<file path="config.mk">
export PLATFORM = sky130hd
export DESIGN_NAME = eload_tracker
export DESIGN_NICKNAME = d
export VERILOG_FILES = /design/src/rtl/eload_pkg.sv /design/src/rtl/eload_match.sv /design/src/rtl/eload_pick.sv /design/src/rtl/eload_tracker.sv
export SDC_FILE = /design/constraint.sdc
export NUM_CORES = 1
export LEC_CHECK = 0
export BUFFER_PORTS_ARGS = -buffer_cell sky130_fd_sc_hd__buf_2
export CORE_ASPECT_RATIO = 2
export CORE_MARGIN = 2
export CORE_UTILIZATION = 50
export DETAILED_ROUTE_END_ITERATION = 6
export PLACE_DENSITY = 0.82
export SETUP_SLACK_MARGIN = 0.2
export SYNTH_ARGS = -nofsm -noshare
export SYNTH_HDL_FRONTEND = slang
export SYNTH_SLANG_ARGS = --single-unit
</file>
<file path="constraint.sdc">
create_clock -name clk -period 2.9 [get_ports clk]
set_clock_uncertainty 0.1 [all_clocks]
set_input_delay 0.29 -clock clk [delete_from_list [all_inputs] [get_ports clk]]
set_output_delay 0.29 -clock clk [all_outputs]
set_load 0.02 [all_outputs]
</file>
<file path="src/rtl/eload_pkg.sv">
`timescale 1ns/1ps
// Shared types for the early-load tracker.
// Assumes: nothing beyond the 1800-2017 enum rules.
package eload_pkg;
    // Life cycle of one tracking slot
    typedef enum logic [1:0] {
        SLOT_EMPTY = 2'd0,
        SLOT_LIVE  = 2'd1,
        SLOT_STALE = 2'd2
    } slot_state_e;
endpackage

</file>
<file path="src/rtl/eload_match.sv">
`timescale 1ns/1ps
// Parallel equality compare of one key against N stored tags.
// Assumes: en gates each comparator; hits may be several.
module eload_match #(
    parameter int N = 4,
    parameter int W = 8
) (
    input  logic [W-1:0]        key,
    input  logic [N-1:0][W-1:0] tags,
    input  logic [N-1:0]        en,
    output logic [N-1:0]        hit
);
    // One comparator per slot
    for (genvar i = 0; i < N; i++) begin : g_cmp
        assign hit[i] = en[i] && (tags[i] == key);
    end
endmodule

</file>
<file path="src/rtl/eload_pick.sv">
`timescale 1ns/1ps
// Lowest-index-first selector: one-hot grant, index and any flag.
// Assumes: req may have any number of bits set.
module eload_pick #(
    parameter  int N  = 4,
    localparam int IW = (N > 1) ? $clog2(N) : 1
) (
    input  logic [N-1:0]  req,
    output logic [N-1:0]  gnt,
    output logic [IW-1:0] idx,
    output logic          any
);
    // Scan upward, keep the first request found
    always_comb begin
        gnt = '0;
        idx = '0;
        any = 1'b0;
        for (int i = 0; i < N; i++) begin
            if (req[i] && !any) begin
                gnt[i] = 1'b1;
                idx    = IW'(i);
                any    = 1'b1;
            end
        end
    end
endmodule

</file>
<file path="src/rtl/eload_tracker.sv">
`timescale 1ns/1ps
// Tracks early loads until their real load decodes, a store conflicts,
// or their base register is redefined.
// Assumes: one event of each kind per cycle; physical registers of live
// entries are unique; stores and decodes only see entries that already exist.
module eload_tracker
    import eload_pkg::*;
#(
    parameter int ENTRIES = 4,
    parameter int ADDR_W  = 32,
    parameter int PREG_W  = 7,
    parameter int BTAG_W  = 5
) (
    input  logic                      clk,
    input  logic                      rst_n,
    input  logic                      alloc_valid,
    input  logic [ADDR_W-1:0]         alloc_addr,
    input  logic [PREG_W-1:0]         alloc_preg,
    input  logic [BTAG_W-1:0]         alloc_btag,
    input  logic                      st_valid,
    input  logic [ADDR_W-1:0]         st_addr,
    input  logic                      dec_valid,
    input  logic [PREG_W-1:0]         dec_preg,
    input  logic                      redef_valid,
    input  logic [BTAG_W-1:0]         redef_btag,
    output logic                      reissue_valid,
    output logic [PREG_W-1:0]         reissue_preg,
    output logic [ENTRIES-1:0]        free_valid,
    output logic [ENTRIES*PREG_W-1:0] free_preg,
    output logic                      full
);
    localparam int WA_W  = ADDR_W - 2;
    localparam int IDX_W = (ENTRIES > 1) ? $clog2(ENTRIES) : 1;

    slot_state_e                     state_q [ENTRIES];
    slot_state_e                     state_d [ENTRIES];
    logic [ENTRIES-1:0][WA_W-1:0]    waddr_q;
    logic [ENTRIES-1:0][PREG_W-1:0]  preg_q;
    logic [ENTRIES-1:0][BTAG_W-1:0]  btag_q;
    logic [ENTRIES-1:0][PREG_W-1:0]  fpreg_q;
    logic [ENTRIES-1:0]              fvalid_q;

    logic [ENTRIES-1:0] live, stale, used;
    logic [ENTRIES-1:0] st_hit, dec_hit, kill;
    logic [ENTRIES-1:0] rep_gnt, fs_gnt;
    logic [IDX_W-1:0]   rep_idx, fs_idx;
    logic               rep_any, fs_any, alloc_take;

    // Decode slot states into occupancy vectors
    for (genvar i = 0; i < ENTRIES; i++) begin : g_occ
        assign live[i]  = (state_q[i] == SLOT_LIVE);
        assign stale[i] = (state_q[i] == SLOT_STALE);
        assign used[i]  = live[i] || stale[i];
    end

    // Store probe against live entries on word addresses
    eload_match #(.N(ENTRIES), .W(WA_W)) u_st_cmp (
        .key  (st_addr[ADDR_W-1:2]),
        .tags (waddr_q),
        .en   (live & {ENTRIES{st_valid}}),
        .hit  (st_hit)
    );

    // Real-load decode against live entries
    eload_match #(.N(ENTRIES), .W(PREG_W)) u_dec_cmp (
        .key  (dec_preg),
        .tags (preg_q),
        .en   (live & {ENTRIES{dec_valid}}),
        .hit  (dec_hit)
    );

    // Base-register redefinition against every occupied entry
    eload_match #(.N(ENTRIES), .W(BTAG_W)) u_kill_cmp (
        .key  (redef_btag),
        .tags (btag_q),
        .en   (used & {ENTRIES{redef_valid}}),
        .hit  (kill)
    );

    // Oldest-slot stale entry that is not being flushed
    eload_pick #(.N(ENTRIES)) u_rep_pick (
        .req (stale & ~kill),
        .gnt (rep_gnt),
        .idx (rep_idx),
        .any (rep_any)
    );

    // Lowest empty slot for a new allocation
    eload_pick #(.N(ENTRIES)) u_free_pick (
        .req (~used),
        .gnt (fs_gnt),
        .idx (fs_idx),
        .any (fs_any)
    );

    assign alloc_take    = alloc_valid && fs_any;
    assign full          = !fs_any;
    assign reissue_valid = rep_any;
    assign reissue_preg  = preg_q[rep_idx];
    assign free_valid    = fvalid_q;
    assign free_preg     = fpreg_q;

    // Next slot state: flush, report, release, stale, allocate
    always_comb begin
        for (int i = 0; i < ENTRIES; i++) begin
            state_d[i] = state_q[i];
            if (kill[i] || rep_gnt[i] || dec_hit[i]) begin
                state_d[i] = SLOT_EMPTY;
            end else if (st_hit[i]) begin
                state_d[i] = SLOT_STALE;
            end else if (alloc_take && fs_gnt[i]) begin
                state_d[i] = SLOT_LIVE;
            end
        end
    end

    // Slot state registers
    always_ff @(posedge clk) begin
        for (int i = 0; i < ENTRIES; i++) begin
            if (!rst_n) state_q[i] <= SLOT_EMPTY;
            else        state_q[i] <= state_d[i];
        end
    end

    // Entry payload written on allocation into the chosen slot
    always_ff @(posedge clk) begin
        if (!rst_n) begin
            waddr_q <= '0;
            preg_q  <= '0;
            btag_q  <= '0;
        end else if (alloc_take) begin
            waddr_q[fs_idx] <= alloc_addr[ADDR_W-1:2];
            preg_q[fs_idx]  <= alloc_preg;
            btag_q[fs_idx]  <= alloc_btag;
        end
    end

    // One-cycle freed-register report for flushed slots
    always_ff @(posedge clk) begin
        if (!rst_n) begin
            fvalid_q <= '0;
            fpreg_q  <= '0;
        end else begin
            fvalid_q <= kill;
            for (int i = 0; i < ENTRIES; i++) begin
                if (kill[i]) fpreg_q[i] <= preg_q[i];
            end
        end
    end
endmodule

</file>
==> run metrics <==
status completed; Static Leak 0.00444 µW; Post-Syn Instances 1,167; routed length per instance 19.7 µm; final setup vio count 0; TritonRoute pass-1 iters 5; Post-Syn Area per Cell 8.14 µm²; commonest cells after routing, fill and taps aside nand2_1 (347), dfxtp_1 (202), a21oi_1 (175), buf_2 (122), xnor2_1 (91); vias in the first global route 8,510; global-route wire length before repair 47,200 µm; FF/Latch Area 4170 µm²; Initial DRC Count 533; largest net degree at the start of global routing 85; Num Clock Sinks 208; EDFF count, synth 0; all-layer global routing usage 30.7%; vias 8,796; Remaining Overflow, GRT 0; Max stage delay cell, worst path dfxtp_2; Die X 101 µm; MaxCap Viol Count 0; placed cells 1,497; IO buf count 130; fin crit share 96.3%; slowest stage delay, CP 0.34 ns; critical path launch point type flip-flop; Worst Reg-to-Reg Cells 9; initial antenna violation count 1; clock root buffer clkbuf_16; Die Span Y 199 µm; Area growth syn-to-layout 22.6%; Mapped Area 9500 µm²; cell chain of the critical path inv_2, ha_4, nor2b_1, nand4_1, buf_4, o21ai_4, a31oi_4, o22a_1, buf_6; register area share after synthesis 43.8%; io pins 135; Clock transition at path regs 0.07 ns; Routed WL 31,200 µm; fraction of layout cells with a size suffix above 1 17.3%; CTS tree yes; htree depth 1; Fillers 1,596; DRC viols 0; prevailing post-synth register cell dfxtp_1; worst r2r src state_q[1][0]; Crit Path Category reg2out; Via density 5.57; Slew headroom 42.4%; Least-Margin Pin Slew 0.864 ns; DPL Wire Length 22,100 µm; endpoints failing hold 0; row cnt 71; footprint of the multi-input gates 5150 µm²; power per standard cell area 526 nW/µm²; number of max-slew violations in the final report 0; HP Start alloc_addr[5]; die area 20,200 µm²; CP delay by family, top compound AO/OA/AOI/OAI gates; worst-path fanout max 7; Fin Setup TNS 0 ns; Mapped Nets 1,269; Worst Setup End Kind output pin; pre-CTS WS 0.128 ns; clock buffer count from CTS 19; VDD IR max 415 µV; final worst slack 0.107 ns; Worst R2R Setup Slack 0.47 ns; CP arrival 2.40 ns; RR Endpoint state_q[1][0]; Routed Antenna Nets 0; Yosys Warn Count 0; RSZ-0062 raised after global routing yes; fin crit period 2.79 ns; Buf+Inv Stages, Crit Path 3; Skew-Pair Late Insertion Delay 0.50 ns; Cell variety after synth 51; commonest non-fill, non-tap cell in the layout nand2_1; Initial Util 50.7%; Layout Cells excl Fill 1,580; gpl congestion 0.963; Core Area 18,700 µm²; clock tree buffer depth 3; WP data required 2.51 ns; worst hold path depth 3; Hold EP waddr_q[3]; Fmax 0.358 GHz; asr flop ratio synth 0%; Hold Crit Class in2reg; #FFs+latches synth 208; nets@finish 1,414
==> how the worst max path moves through the flow <==
stage	startpoint	endpoint	slack (ns)	cells after the start
6_report	state_q[1][0]	reissue_preg[2]	0.11	9
5_1_grt	state_q[1][0]	reissue_preg[2]	0.05	9
4_1_cts	state_q[2][0]	reissue_preg[2]	0.04	9
3_5_place_dp	state_q[3][0]	reissue_preg[6]	0.13	8
3_3_place_gp	state_q[3][0]	reissue_preg[6]	0.19	8
2_1_floorplan	state_q[0][0]	reissue_preg[0]	0.54	8
==> power breakdown <==
part	switching (µW)	total [µW]	leakage [µW]	internal [µW]
Combinational	426	696	0.00247	269
Sequential	58.6	2980	0.00169	2920
Clock	1090	2450	0.000285	1360
==> logic make-up (layout without fill, tap and decap cells) <==
| logic type | after synthesis | after routing | share of synthesized area (%) |
|---|---|---|---|
| other cells | 0 | 1 | 0 |
| simple gates | 447 | 447 | 20.1 |
| xor+xnor | 168 | 168 | 15.6 |
| flops | 208 | 208 | 43.8 |
| buf+inv | 90 | 246 | 3.90 |
| compound gates | 239 | 240 | 14.9 |
| mux | 7 | 7 | 0.738 |
| fa+ha+maj | 8 | 8 | 1.05 |
==> flip-flops by register name, summed over array words and instances, names as in the netlist <==
signal and count:
free_valid 4, free_preg 28, preg_q 28, waddr_q 120, state_q 8, btag_q 20
==> metal layers <==
layer	global-route usage, %	up-vias	wire (µm)
met3	3.55	111	1700
li1	-	4157	-
met1	31.0	4121	10100
met5	0	-	0
met2	56.0	407	16700
met4	22.7	0	2710
==> worst register-to-register path, delay by kind of cell (launching register included) <==
kind / cells / cell delay (ns)
compound gates: 2 / 0.41
buf+inv: 3 / 0.42
simple gates: 3 / 0.82
fa+ha+maj: 1 / 0.24
flops: 1 / 0.34
==> what timing repair did <==
| action | CTS | global route |
|---|---|---|
| hold buffers | 35 | 0 |
| resized for setup | 51 | 4 |
| pin swaps | 27 | 6 |
| endpoints found under the setup margin | 8 | 8 |
| hold endpoints to repair | 127 | 0 |
| buffers inserted | 12 | 1 |
| cloned | 1 | 0 |
==> per-stage QoR <==
stage | area (µm²) | total power [µW] | hold WS (ns) | util (%)
after floorplan | 9500 | 3390 | 0.326 | -
after global placement | 10400 | 3660 | 0.353 | 55.2
after CTS | 11600 | 6150 | 0.0132 | 62.0
final | 11600 | 6130 | 0.0225 | 62.1
after global routing | 11600 | 6310 | 0.00878 | 62.1
after detailed placement | 10400 | 3670 | 0.358 | 55.2
==> synth_stat cells (all sizes together), types with 8 or more instances <==
library cell	n	area share, %
nand2	347	14
nor2	17	0.70
xor2	77	7.2
dfxtp	208	44
ha	8	1.1
clkbuf	67	2.7
a21oi	179	9.5
nand2b	9	0.59
nor4	24	1.8
inv	16	0.63
a22o	21	1.9
nand4	25	1.6
xnor2	91	8.4
nand3	8	0.42
==> final cells by class <==
class	count	area share [%]
multi-input combinational	870	44.2
tap	255	2.74
antenna	1	0.0215
inverter	16	0.537
sequential	208	35.8
clock inverter	7	0.591
clock buffer	26	4.48
timing repair buffer	197	11.6
No activity file was read; power rests on OpenSTA's default activity.
